[src/rtl/solhold_pkg.sv]
// Shared constants and types for the pull-in/hold gate controller.
// Assumes: duty is given in whole percent.
package solhold_pkg;
    localparam int MIN_PCT = 10;
    localparam int MAX_PCT = 90;

    // Phase of the leader-mode gate schedule.
    typedef enum logic [1:0] {
        PH_OFF  = 2'd0,
        PH_PULL = 2'd1,
        PH_HOLD = 2'd2
    } phase_e;
endpackage

[src/rtl/hold_period_gen.sv]
// Free-running hold timebase. It counts 0..per_q-1, and at the end of each
// period it latches a new period length and on-time. pwm_on is high for
// the first on_q cycles of each period.
// Assumes: DUTY_W >= 7 so that the percent limits fit.
module hold_period_gen #(
    parameter int PER_W  = 8,
    parameter int DUTY_W = 7
) (
    input  logic              clk,
    input  logic              rst_n,
    input  logic [PER_W-1:0]  period_i,
    input  logic [DUTY_W-1:0] duty_i,
    output logic              pwm_on
);
    import solhold_pkg::*;

    localparam int PROD_W = PER_W + DUTY_W;

    logic [PER_W-1:0]  cnt_q, per_q, on_q;
    logic [DUTY_W-1:0] pct;
    logic [PROD_W-1:0] prod;
    logic [PER_W-1:0]  on_next;
    logic              wrap;

    // Clamp the requested duty into the permitted window.
    always_comb begin
        if (duty_i < DUTY_W'(MIN_PCT))      pct = DUTY_W'(MIN_PCT);
        else if (duty_i > DUTY_W'(MAX_PCT)) pct = DUTY_W'(MAX_PCT);
        else                                pct = duty_i;
    end

    // On-time in cycles, rounded down.
    always_comb begin
        prod    = PROD_W'(period_i) * PROD_W'(pct);
        on_next = PER_W'(prod / PROD_W'(100));
    end

    // End of the current period.
    assign wrap = ({1'b0, cnt_q} + (PER_W+1)'(1)) >= {1'b0, per_q};

    // Counter advance and settings latched at each period boundary.
    always_ff @(posedge clk) begin
        if (!rst_n) begin
            cnt_q <= '0;
            per_q <= '0;
            on_q  <= '0;
        end else if (wrap) begin
            cnt_q <= '0;
            per_q <= period_i;
            on_q  <= on_next;
        end else begin
            cnt_q <= cnt_q + PER_W'(1);
        end
    end

    assign pwm_on = cnt_q < on_q;

    // settings change only at a period boundary.
    a_r5_settings_held: assert property (@(posedge clk) disable iff (!rst_n)
        !wrap |=> ($stable(on_q) && $stable(per_q)));
    // the counter stays inside the latched period.
    a_r5_cnt_in_period: assert property (@(posedge clk) disable iff (!rst_n)
        (per_q != '0) |-> (cnt_q < per_q));
    // the on-time lies between 10 % and 90 % of the period.
    a_r4_on_in_window: assert property (@(posedge clk) disable iff (!rst_n)
        ((int'(on_q) * 100 <= int'(per_q) * MAX_PCT) &&
         (int'(on_q) * 100 + 100 > int'(per_q) * MIN_PCT)));
endmodule

[src/rtl/pullin_timer.sv]
// Pull-in timer. It counts the cycles for which enable has been high and
// flags the full-on interval (pull_len+1 cycles). The all-ones code means
// continuous full-on. The timer is cleared while enable is low.
// Assumes: pull_len is held steady during a pull-in.
module pullin_timer #(
    parameter int PULL_W = 8
) (
    input  logic              clk,
    input  logic              rst_n,
    input  logic              enable,
    input  logic [PULL_W-1:0] pull_len,
    output logic              in_pull
);
    localparam logic [PULL_W-1:0] INF_CODE = '1;

    logic [PULL_W-1:0] cnt_q;
    logic              infinite;

    assign infinite = (pull_len == INF_CODE);
    assign in_pull  = infinite || (cnt_q <= pull_len);

    // Count the enabled cycles, saturating once pull-in is over.
    always_ff @(posedge clk) begin
        if (!rst_n || !enable)
            cnt_q <= '0;
        else if (!infinite && (cnt_q <= pull_len))
            cnt_q <= cnt_q + PULL_W'(1);
    end

    // the first enabled cycle after a low level is always pull-in.
    a_r9_restart: assert property (@(posedge clk) disable iff (!rst_n)
        (enable && !$past(enable)) |-> in_pull);
endmodule

[src/rtl/solenoid_hold_ctrl.sv]
// Top of the pull-in/hold gate controller. In leader mode it combines the
// pull-in timer and the hold timebase into a registered gate drive, and it
// exports that drive on sync_out. In follower mode it registers
// enable AND sync_in. fault_off masks the gate output combinationally.
// Assumes: sync_in is synchronous to clk.
module solenoid_hold_ctrl #(
    parameter int PER_W  = 8,
    parameter int DUTY_W = 7,
    parameter int PULL_W = 8
) (
    input  logic              clk,
    input  logic              rst_n,
    input  logic              enable,
    input  logic [PER_W-1:0]  period,
    input  logic [DUTY_W-1:0] duty,
    input  logic [PULL_W-1:0] pull_len,
    input  logic              master_sel,
    input  logic              sync_in,
    input  logic              fault_off,
    output logic              gate,
    output logic              sync_out
);
    import solhold_pkg::*;

    logic   in_pull, pwm_on, drive_q, drive_d;
    phase_e phase;

    hold_period_gen #(.PER_W(PER_W), .DUTY_W(DUTY_W)) u_period (
        .clk     (clk),
        .rst_n   (rst_n),
        .period_i(period),
        .duty_i  (duty),
        .pwm_on  (pwm_on)
    );

    pullin_timer #(.PULL_W(PULL_W)) u_pull (
        .clk     (clk),
        .rst_n   (rst_n),
        .enable  (enable),
        .pull_len(pull_len),
        .in_pull (in_pull)
    );

    // Decode the leader-mode phase.
    always_comb begin
        if (!enable)      phase = PH_OFF;
        else if (in_pull) phase = PH_PULL;
        else              phase = PH_HOLD;
    end

    // Select the next drive level for the current mode and phase.
    always_comb begin
        if (!master_sel) drive_d = enable && sync_in;
        else begin
            unique case (phase)
                PH_PULL: drive_d = 1'b1;
                PH_HOLD: drive_d = pwm_on;
                default: drive_d = 1'b0;
            endcase
        end
    end

    // Register the drive level.
    always_ff @(posedge clk) begin
        if (!rst_n) drive_q <= 1'b0;
        else        drive_q <= drive_d;
    end

    assign gate     = drive_q && !fault_off;
    assign sync_out = master_sel && drive_q;

    // a low enable turns the gate off at the next edge.
    a_r1_off_when_low: assert property (@(posedge clk) disable iff (!rst_n)
        !enable |=> !gate);
    // a follower passes a requested pulse through one cycle later.
    a_r7_follow: assert property (@(posedge clk) disable iff (!rst_n)
        (!master_sel && enable && sync_in) |=> (gate || fault_off));
    // in leader mode the gate is never on without sync_out.
    a_r6_sync_covers_gate: assert property (@(posedge clk) disable iff (!rst_n)
        master_sel |-> (sync_out || !gate));
endmodule

[config.mk]
export PLATFORM = sky130hd
export DESIGN_NAME = solenoid_hold_ctrl
export DESIGN_NICKNAME = d
export VERILOG_FILES = /design/src/rtl/solhold_pkg.sv /design/src/rtl/hold_period_gen.sv /design/src/rtl/pullin_timer.sv /design/src/rtl/solenoid_hold_ctrl.sv
export SDC_FILE = /design/constraint.sdc
export NUM_CORES = 1
export LEC_CHECK = 0
export BUFFER_PORTS_ARGS = -buffer_cell sky130_fd_sc_hd__buf_4
export CORE_AREA = 2 2 139 141
export CTS_CLUSTER_DIAMETER = 40
export CTS_CLUSTER_SIZE = 40
export DETAILED_ROUTE_END_ITERATION = 7
export DIE_AREA = 0 0 141 143
export HOLD_SLACK_MARGIN = 0.08
export MAX_ROUTING_LAYER = met4
export PLACE_DENSITY = 0.48
export REMOVE_ABC_BUFFERS = 1
export SETUP_SLACK_MARGIN = 0.1
export SLEW_MARGIN = 20
export SYNTH_ARGS = -nofsm -noshare
export SYNTH_HDL_FRONTEND = slang
export SYNTH_SLANG_ARGS = --single-unit
[constraint.sdc]
create_clock -name clk -period 10.2 [get_ports clk]
set_input_delay 1.02 -clock clk [delete_from_list [all_inputs] [get_ports clk]]
set_output_delay 1.02 -clock clk [all_outputs]
set_load 0.01 [all_outputs]
== Word level (Yosys, flattened, before mapping) ==
Index checks and enable logic that the tools add are counted.
Word-level totals
  register bits after elaboration: 33
  input bits: 29
  output and inout port bits: 2
  logic and storage cells: 36
Cells by class
  add/sub/neg operators: 3
  multipliers: 1
  divide/modulo/power cells: 1
  $lt $le $gt $ge: 5
  equality and inequality tests: 3
  multiplexer cells: 6
  bitwise operators: 1
  reduce and logical (&&, ||, !) cells: 11
Operator list (count)
  8-bit by 1-bit adder with 8-bit output (second input constant): 2
  15-bit by 7-bit divider with 15-bit output (second input constant): 1
  8-bit by 7-bit multiplier with 15-bit output: 1
  7-bit 2-to-1 mux: 2
  8-bit by 1-bit adder with 9-bit output (second input constant): 1
  9-bit by 8-bit greater-or-equal comparator with 1-bit output: 1
  8-bit == test (second input constant): 1
  8-bit <= comparator: 1
  8-bit < comparator: 1
  7-bit greater-than comparator (second input constant): 1
  7-bit by 4-bit < comparator with 1-bit output (second input constant): 1
  1-bit logical AND: 4
  1-bit zero test: 4
  2-bit 2-to-1 mux: 2
  2-bit by 1-bit == test with 1-bit output (second input constant): 1
  2-bit == test (second input constant): 1
  1-bit logical OR: 2
  1-bit one-hot mux with 2 select lines: 1
  2-bit OR reduction: 1
  1-bit 2-to-1 mux: 1
  1-bit inverter: 1

== Depth between registers and ports, before layout ==
Gate-level depths: netlist (run 1).
  depth after elaboration: 7
  depth in mapped cells: 40
  gate-level depth less buffers: 36

== Cells and area by module ==
A second synthesis (run 1) with hierarchy kept.
Unflattened totals
  cells, all modules: 700
  area, all modules: 5661.7 um2
Modules (own cells, without submodules)
  hold_period_gen: times used 1, cells an instance 621, area each 4953.5 um2, seq. area each 480.5 um2
  pullin_timer: times used 1, cells an instance 73, area each 658.1 um2, seq. area each 160.2 um2
  solenoid_hold_ctrl: times used 1, cells an instance 6, area each 50.0 um2, seq. area each 20.0 um2

== Worst setup path after synthesis (run 1) ==
OpenSTA, ideal clock, no wires.
  kind: input to register
  start: in duty[6]
  end: reg u_period.on_q[0]
  library setup time: 0.127 ns
  arrival: 9.244 ns
  required time: 10.073 ns
  path slack: 0.829 ns
  stages on the path: 37
  path buffers: 3
  path through: nand2_1 > or3b_2 > and2_1 > fa_1 > inv_1 > fa_1 > inv_1 > fa_1 > inv_1 > fa_1 > inv_1 > ha_1 > a2111oi_2 > a21o_1 > nor3_1 > or3_1 > buf_2 > nor3_2 > a2111oi_2 > a211o_1 > buf_4 > and2_1 > a2111oi_2 > a311oi_1 > a211oi_4 > o31ai_2 > o41ai_2 > and4bb_4 > buf_6 > a21boi_2 > a21oi_2 > nor2_1 > or4_1 > o311ai_1 > a21oi_1 > o21ai_1 > nand4_1
On the way
  word-level cells in the longest chain between the ends: 5
  elaborated cells between the ends (all ways): 6
  classes of those cells: mul (1); div (1); order compare (2); mux (2)
RTL lines
  from (decl): line solenoid_hold_ctrl.sv:15  | input logic [DUTY_W-1:0] duty,
  7-bit greater-than comparator: line hold_period_gen.sv:28  | else if (duty_i > DUTY_W'(MAX_PCT)) pct = DUTY_W'(MAX_PCT);
  7-bit 2-to-1 mux: line hold_period_gen.sv:28
  7-bit 2-to-1 mux *: line hold_period_gen.sv:27  | if (duty_i < DUTY_W'(MIN_PCT)) pct = DUTY_W'(MIN_PCT);
  8-bit by 7-bit multiplier with 15-bit output *: line hold_period_gen.sv:34  | prod = PROD_W'(period_i) * PROD_W'(pct);
  15-bit by 7-bit divider with 15-bit output *: line hold_period_gen.sv:35  | on_next = PER_W'(prod / PROD_W'(100));
  to (signal assigned): line hold_period_gen.sv:50  | on_q <= on_next;
  to (decl): line hold_period_gen.sv:19  | logic [PER_W-1:0] cnt_q, per_q, on_q;
Every way passes the cells marked *; elsewhere a longest branch is shown, timed or not.
A chain may end at the register's enable or synchronous reset.

== Worst setup path in the final report (run 1) ==
Ends and elaborated chain as after synthesis.

==> results.md, run 1 <==
* Status: completed
* Antenna Nets Post-Route at 0
* Clk sink count at 33
* Reg-to-reg setup timing slack at 7010 ps
* Skew final at 7.20 ps
* Vias in the first global route at 4,916
* Synth Flop Type: dfxtp_1
* Initial drt markers at 318
* Largest net degree at the start of global routing at 22
* TritonCTS clock tree: built
* DRC viols at 0
* Slew Viols, Final at 0
* Die Area at 20,200 µm²
* Cell row count at 50
* Final core occ at 0.347
* Die height at 143 µm
* Min-delay worst type: flip-flop to flip-flop
* RSZ-0062 raised after global routing: no
* CTS root buf: clkbuf_16
* Max-cap violations at 0
* Post-DR vias/cell at 5.20
* Slew HR at 0.448
* Seq/Total Area, Yosys at 0.121
* Fin crit period at 9680 ps
* R2R depth at 13
* Synth Cell Area at 5480 µm²
* Post-synth EDFFs at 0
* First-pass GRT wire length at 24,000 µm
* RD Place Congestion at 0.837
* Synth Instances at 702
* Most frequent cells in the layout: buf_4 (67), nand2_1 (65), inv_1 (60), nor2_1 (60), ha_1 (58)
* PnR worst setup slack at 520 ps
* Tcrit/Tclk final at 0.949
* Slowest cell on crit path: fa_1
* Critical Path Start Type: input pin
* Insertion delay to the later sink of the worst-skew pair at 280 ps
* Required @ worst endpoint at 10,430 ps
* Yosys cell types at 84
* Worst Setup End Kind: flip-flop
* FF+latch area at 661 µm²
* PortBufs at 30
* Most common cell after layout, fill and taps aside: buf_4
* Detailed Route WL at 14,400 µm
* Drt wl/cell at 14.5 µm
* Setup Viol. Count Final at 0
* Clk buf depth at 2
* Total gr overflow at 0
* Slew @ Worst Pin at 828 ps
* GRT Util Overall at 0.146
* Worst hold stages at 2
* Vias at 5,160
* WS Path Type: input pin to flip-flop
* Filler cells at 1,940
* Syn_area_per_cell at 7.81 µm²
* CP arrival at 9900 ps
* CP max stage delay at 530 ps
* Initial antenna violation count at 0
* Area Overhead vs Synth at 17.7%
* H-tree lvl count at 2
* Ports at 31
* DP HPWL at 11,400 µm
* Hold Fails Final Rpt at 0
* CP max FO at 14
* Post-Place Worst Slack at -133 ps
* Ys Warns at 0
* Yosys reg bits at 33
* Fin nets at 874
* Num CTS Buffers at 5
* Fmax achieved at 103 MHz
* Fraction of layout cells with a size suffix above 1 at 0.157
* TritonRoute pass-1 iters at 5
* Die width at 141 µm
* Core area at 18,600 µm²
* Synth async-reset ratio at 0
* Antenna cells at 0
* Initial core utilization at 0.295
* Multi-input logic area at 4590 µm²
* Clock-pin slew on the worst setup and hold paths at 60 ps
layout make-up:
cell class                 instances  share of cell area
multi-input combinational        591               0.712
sequential                        33               0.102
timing repair buffer              67              0.0780
tap                              234              0.0454
inverter                          60              0.0349
clock buffer                       6              0.0215
clock inverter                     2             0.00582
synth_stat cells (4+ instances only):
cell type,instances,area share
o21ai_1,7,0.0064
o21ai_0,22,0.020
mux2i_1,4,0.0073
a211o_1,6,0.0096
nand3_1,21,0.019
dfxtp_1,33,0.12
o21a_1,8,0.011
o211ai_1,5,0.0069
a2111oi_2,4,0.011
nor2_1,60,0.041
buf_2,4,0.0037
clkbuf_1,10,0.0069
nor3_2,4,0.0073
ha_1,58,0.13
or3_1,5,0.0057
a211oi_1,12,0.016
nor2b_1,9,0.010
a21o_1,11,0.015
and2_1,34,0.039
fa_1,29,0.11
nand2b_1,10,0.011
inv_1,60,0.041
a21oi_1,42,0.038
o21bai_1,4,0.0055
o22ai_1,5,0.0057
and3_1,24,0.027
xor2_1,17,0.027
xnor2_1,15,0.024
nor3_1,16,0.015
a31oi_1,7,0.0080
nand2_1,65,0.045
a311oi_1,5,0.0080
nand4_1,6,0.0069
kinds of logic after synthesis:
family / share of synthesized area
compound gates: 0.262
xor+xnor: 0.0541
fa+ha+maj: 0.238
buf+inv: 0.0578
flops: 0.121
mux: 0.0114
simple gates: 0.256
registers in the layout (all words and copies together), names as in the netlist:
name,count
u_period.cnt_q,8
u_period.on_q,8
u_period.per_q,8
u_pull.cnt_q,8
drive_q,1
critical path: cells and delay by family:
kind / cells / cell delay [ps]
mux: 1 / 240
simple gates: 8 / 1930
buf+inv: 5 / 360
compound gates: 15 / 3880
fa+ha+maj: 5 / 2450
metrics by stage:
| step | std cells | hold slack [ps] | instance area [µm²] | setup TNS [ps] |
|---|---|---|---|---|
| after floorplan | 684 | 432 | 5390 | 0 |
| after global placement | 983 | 442 | 6170 | 0 |
| after detailed placement | 983 | 447 | 6170 | -133 |
| after CTS | 991 | 454 | 6350 | 0 |
| after global routing | 993 | 474 | 6450 | 0 |
| final | 993 | 450 | 6450 | 0 |
final timing paths:
| kind | startpoint | to |
|---|---|---|
| hold reg to reg | u_period.per_q[6] | u_period.per_q[6] |
| hold / removal | u_period.per_q[6] | u_period.per_q[6] |
| setup reg to reg | u_period.cnt_q[0] | u_period.on_q[7] |
| setup / recovery | duty[6] | u_period.on_q[0] |
per-layer routing:
metal / part of all wire / up-vias / wire length (µm) / track usage
met3: 0.022 / 9 / 318 / 0.0104
met4: 0.0097 / 0 / 139 / 0.0274
li1: - / 2650 / - / -
met2: 0.47 / 83 / 6710 / 0.245
met1: 0.50 / 2418 / 7220 / 0.196
met5: 0 / - / 0 / -
repair_timing:
item,CTS,global route
endpoints found under the setup margin,0,2
endpoints found under the hold margin,0,0
gates resized for setup,0,15
hold buffers,0,0
buffers inserted,0,2
Power of run 1 is left out: the tool's default activity adds up to more than one toggle a clock period on the data nets, which glitch-free logic cannot reach.
==> inputs of run 2 (changes only) <==
Settings changed: RECOVER_POWER set to 25.
==> results.md, run 2 (same netlist as run 1, synthesis figures left out) <==
* Hold Fails Final Rpt at 0 (unchanged)
* Clk buf depth at 2 (unchanged)
* CP startpoint: duty[6]
* R2R depth at 13 (unchanged)
* End of the worst register-to-register path: u_period.on_q[7]
* CP max stage delay at 530 ps (about the same)
* Post-DR vias/cell at 5.20 (unchanged)
* Die width at 141 µm (unchanged)
* Max-cap violations at 0 (unchanged)
* Total gr overflow at 0 (unchanged)
* RD Place Congestion at 0.837 (unchanged)
* Initial core utilization at 0.295 (unchanged)
* Cell row count at 50 (unchanged)
* GRT Util Overall at 0.146 (unchanged)
* Insertion delay to the later sink of the worst-skew pair at 280 ps (about the same)
* Fraction of layout cells with a size suffix above 1 at 0.154 (-0.00264)
* H-tree lvl count at 2 (unchanged)
* Die Area at 20,200 µm² (unchanged)
* Clock-pin slew on the worst setup and hold paths at 60 ps (about the same)
* Status: completed
* Vias at 5,160 (unchanged)
* DP HPWL at 11,400 µm (unchanged)
* Clk sink count at 33 (unchanged)
* Reg-to-reg setup timing slack at 7010 ps (about the same)
* CP max FO at 14 (unchanged)
* Initial drt markers at 318 (unchanged)
* Fin nets at 874 (unchanged)
* Detailed Route WL at 14,400 µm (about the same)
* Min-delay worst type: flip-flop to flip-flop
* Area Overhead vs Synth at 17.6%
* RR Startpoint: u_period.cnt_q[0]
* Cts hold-fix bufs at 0 (unchanged)
* First-pass GRT wire length at 24,000 µm (unchanged)
* Vias in the first global route at 4,916 (unchanged)
* Skew final at 7.20 ps (unchanged)
* Worst Hold Slack at 450 ps (unchanged)
* Worst Setup End Kind: flip-flop
* Antenna cells at 0 (unchanged)
* Tcrit/Tclk final at 0.949 (about the same)
* TritonCTS clock tree: built
* DRC viols at 0 (unchanged)
* Drt wl/cell at 14.5 µm (about the same)
* Num CTS Buffers at 5 (unchanged)
* Largest net degree at the start of global routing at 22 (unchanged)
* Critical Path Start Type: input pin
* Most frequent cells in the layout: nand2_1 (65), buf_4 (64), inv_1 (60), nor2_1 (60), ha_1 (58)
* Required @ worst endpoint at 10,430 ps (about the same)
* Slew HR at 0.448 (unchanged)
* TritonRoute pass-1 iters at 5 (unchanged)
* Die height at 143 µm (unchanged)
* Fmax achieved at 103 MHz (about the same)
* Ports at 31 (unchanged)
* Setup crit end: u_period.on_q[0]
* Initial antenna violation count at 0 (unchanged)
* Core area at 18,600 µm² (unchanged)
* CP arrival at 9900 ps (about the same)
* Slew Viols, Final at 0 (unchanged)
* Fin crit period at 9680 ps (+0.0260 ps)
* CTS root buf: clkbuf_16
* Slew @ Worst Pin at 828 ps (+0.000358 ps)
* Antenna Nets Post-Route at 0 (unchanged)
* PortBufs at 30 (unchanged)
* Most common cell after layout, fill and taps aside: nand2_1
* WS Path Type: input pin to flip-flop
* RSZ-0062 raised after global routing: no
* Slowest cell on crit path: fa_1
* Setup Viol. Count Final at 0 (unchanged)
[run 2: timing repair]
item	CTS	global route
setup buffers	0	2
setup endpoints to repair	0	2
resized for setup	0	15
[run 2: how the worst min path moves through the flow]
stage,from,endpoint,depth (start not counted)
floorplan,u_period.per_q[1],u_period.per_q[1],2
global placement,u_period.per_q[7],u_period.per_q[7],2
detailed placement,u_period.per_q[3],u_period.per_q[3],2
CTS,u_period.per_q[6],u_period.per_q[6],2
global route,u_period.per_q[6],u_period.per_q[6],2
finish,u_period.per_q[6],u_period.per_q[6],2
[run 2: layer usage]
metal	up-vias	share of wire	track usage
met5	-	0	-
met4	0	0.0097	0.0274
met3	9	0.022	0.0104
met2	83	0.47	0.245
met1	2418	0.50	0.196
li1	2650	-	-
[run 2: metrics by stage]
step | instances | area (µm²) | setup slack (ps) | util | TNS, ps
global placement | 983 | 6170 | 127 | 0.332 | 0
finish | 993 | 6440 | 520 | 0.347 | 0
floorplan | 684 | 5390 | 895 | - | 0
global route | 993 | 6440 | 65.2 | 0.347 | 0
detailed placement | 983 | 6170 | -133 | 0.332 | -133
CTS | 991 | 6350 | 161 | 0.342 | 0
[run 2: area by class of cell]
class / count / area (µm²)
fillers: 1944 / 12100
multi-input cells: 591 / 4590
flip-flops and latches: 33 / 661
repair buffers: 67 / 495
well taps: 234 / 293
inverters: 60 / 225
clock buffers: 6 / 139
clock inverters: 2 / 37.5
[run 2: critical path: cells and delay by family]
family,cells,cell delay (ps)
AOI/OAI and AO/OA,15,3880
adders and majority gates,5,2450
buffers and inverters,5,360
muxes,1,240
and+or+nand+nor,8,1930
Power of run 2 is left out for the same reason.
==> inputs of run 3 (changes only) <==
Settings changed: GPL_TIMING_DRIVEN set to 0.
==> results.md, run 3 (same netlist as run 1, synthesis figures left out) <==
* Die width at 141 µm (unchanged)
* PortBufs at 30 (unchanged)
* Initial core utilization at 0.295 (unchanged)
* RD Place Congestion at 0.824 (-1.5%)
* DP HPWL at 11,200 µm (-1.8%)
* Required @ worst endpoint at 10,410 ps (-20 ps)
* Hold Fails Final Rpt at 0 (unchanged)
* Design Area, Final at 6590 µm² (+2.2%)
* Initial drt markers at 191 (-40%)
* Clk sink count at 33 (unchanged)
* Worst hold stages at 2 (unchanged)
* Most frequent cells in the layout: nand2_1 (64), inv_1 (60), nor2_1 (57), ha_1 (57), buf_4 (42)
* CP max FO at 14 (unchanged)
* CTS root buf: clkbuf_16
* Most common cell after layout, fill and taps aside: nand2_1
* Slew Viols, Final at 0 (unchanged)
* Insertion delay to the later sink of the worst-skew pair at 270 ps (about the same)
* Worst Hold Slack at 449 ps (-1.53 ps)
* First-pass GRT wire length at 24,100 µm (+0.46%)
* Placed instance count at 948 (-3.6%)
* R2R depth at 13 (unchanged)
* Filler cells at 1,942 (-0.10%)
* RR Startpoint: u_period.cnt_q[0]
* Max-cap violations at 0 (unchanged)
* Fraction of layout cells with a size suffix above 1 at 0.179 (+0.0247)
* CP max stage delay at 540 ps (about the same)
* Critical Path Start Type: input pin
* Drt wl/cell at 15.0 µm (+3.7%)
* Clock-pin slew on the worst setup and hold paths at 50 ps (about the same)
* GRT Util Overall at 0.146 (+0.000295)
* Slew @ Worst Pin at 916 ps (+87.2 ps)
* Die Area at 20,200 µm² (unchanged)
* HP Start: u_period.per_q[7]
* Antenna cells at 0 (unchanged)
* Num CTS Buffers at 5 (unchanged)
* Post-DR vias/cell at 5.24 (+0.89%)
* FF+latch area at 661 µm² (unchanged)
* Met2 Wirelength at 7160 µm (+6.8%)
* Setup Viol. Count Final at 0 (unchanged)
* Vias at 5,096 (-1.2%)
* Area Overhead vs Synth at 20.2%
* Die height at 143 µm (unchanged)
* Fmax achieved at 103 MHz (-0.49%)
* Slowest cell on crit path: fa_1
* Antenna Nets Post-Route at 0 (unchanged)
* Total gr overflow at 0 (unchanged)
* Fin nets at 853 (-2.4%)
* DRC viols at 0 (unchanged)
* Worst Setup End Kind: flip-flop
* Uppermost layer routed: met4
* Cts hold-fix bufs at 0 (unchanged)
* Status: completed
* Metal3 WL at 318 µm (-1.5%)
* Tcrit/Tclk final at 0.954 (+0.00464)
* Min-delay worst type: flip-flop to flip-flop
* DRT met1 WL at 7050 µm (-2.4%)
* Initial antenna violation count at 0 (unchanged)
* Clk buf depth at 2 (unchanged)
* TritonRoute pass-1 iters at 4 (-1)
* Reg-to-reg setup timing slack at 6940 ps (-70 ps)
* RSZ-0062 raised after global routing: no
* CP arrival at 9940 ps (+40 ps)
* Fin crit period at 9730 ps (+47.3 ps)
* Setup_tns at 0 ps (unchanged)
* H-tree lvl count at 2 (unchanged)
* End of the worst register-to-register path: u_period.on_q[7]
* Cell row count at 50 (unchanged)
* TritonCTS clock tree: built
* Final cell count without fillers at 972 (-2.1%)
* Ports at 31 (unchanged)
* Skew final at 2.36 ps (-4.84 ps)
* Hold Path End: u_period.per_q[7]
* Largest net degree at the start of global routing at 22 (unchanged)
* Slew HR at 0.385 (-0.0625)
* Detailed Route WL at 14,600 µm (+1.5%)
* Vias in the first global route at 4,996 (+1.6%)
* Core area at 18,600 µm² (unchanged)
* Multi-input logic area at 4940 µm² (+7.4%)
* WS Path Type: input pin to flip-flop
* Placed instance area at 5910 µm² (-4.3%)
==> run 3: worst max path at each step <==
stage / start / end / slack (ps)
after global placement: duty[2] / u_period.on_q[0] / -960
after floorplan: duty[6] / u_period.on_q[0] / 890
after global routing: duty[0] / u_period.on_q[0] / 50
final: duty[6] / u_period.on_q[0] / 470
after detailed placement: duty[2] / u_period.on_q[0] / -880
after CTS: duty[6] / u_period.on_q[0] / 120
==> run 3: layout make-up <==
| cell class | count | share of cell area |
|---|---|---|
| Multi-Input combinational cell | 591 | 0.749 |
| Sequential cell | 33 | 0.100 |
| Timing Repair Buffer | 46 | 0.0509 |
| Tap cell | 234 | 0.0445 |
| Inverter | 60 | 0.0342 |
| Clock buffer | 8 | 0.0207 |
==> run 3: worst max-delay path, delay by kind of cell <==
family                     cells  cell delay, ps
AOI/OAI and AO/OA             15            3190
adders and majority gates      5            2420
buffers and inverters          7             740
muxes                          1             320
and+or+nand+nor                8            2240
==> run 3: routing by layer <==
layer  GRT usage  vias up
met5           -        -
met4      0.0263        0
met3     0.00704        8
met2       0.256       50
met1       0.190     2430
li1            -     2608
==> run 3: repair_timing <==
item	in CTS	in global routing
endpoints found under the setup margin	3	3
setup buffers	5	11
resized for setup	25	50
pin swaps	4	16
==> run 3: through the flow <==
step	setup slack, ps	util
floorplan	895	-
global placement	-960	0.318
detailed placement	-882	0.318
CTS	125	0.335
global route	46.0	0.354
finish	473	0.354
Power of run 3 is left out for the same reason.
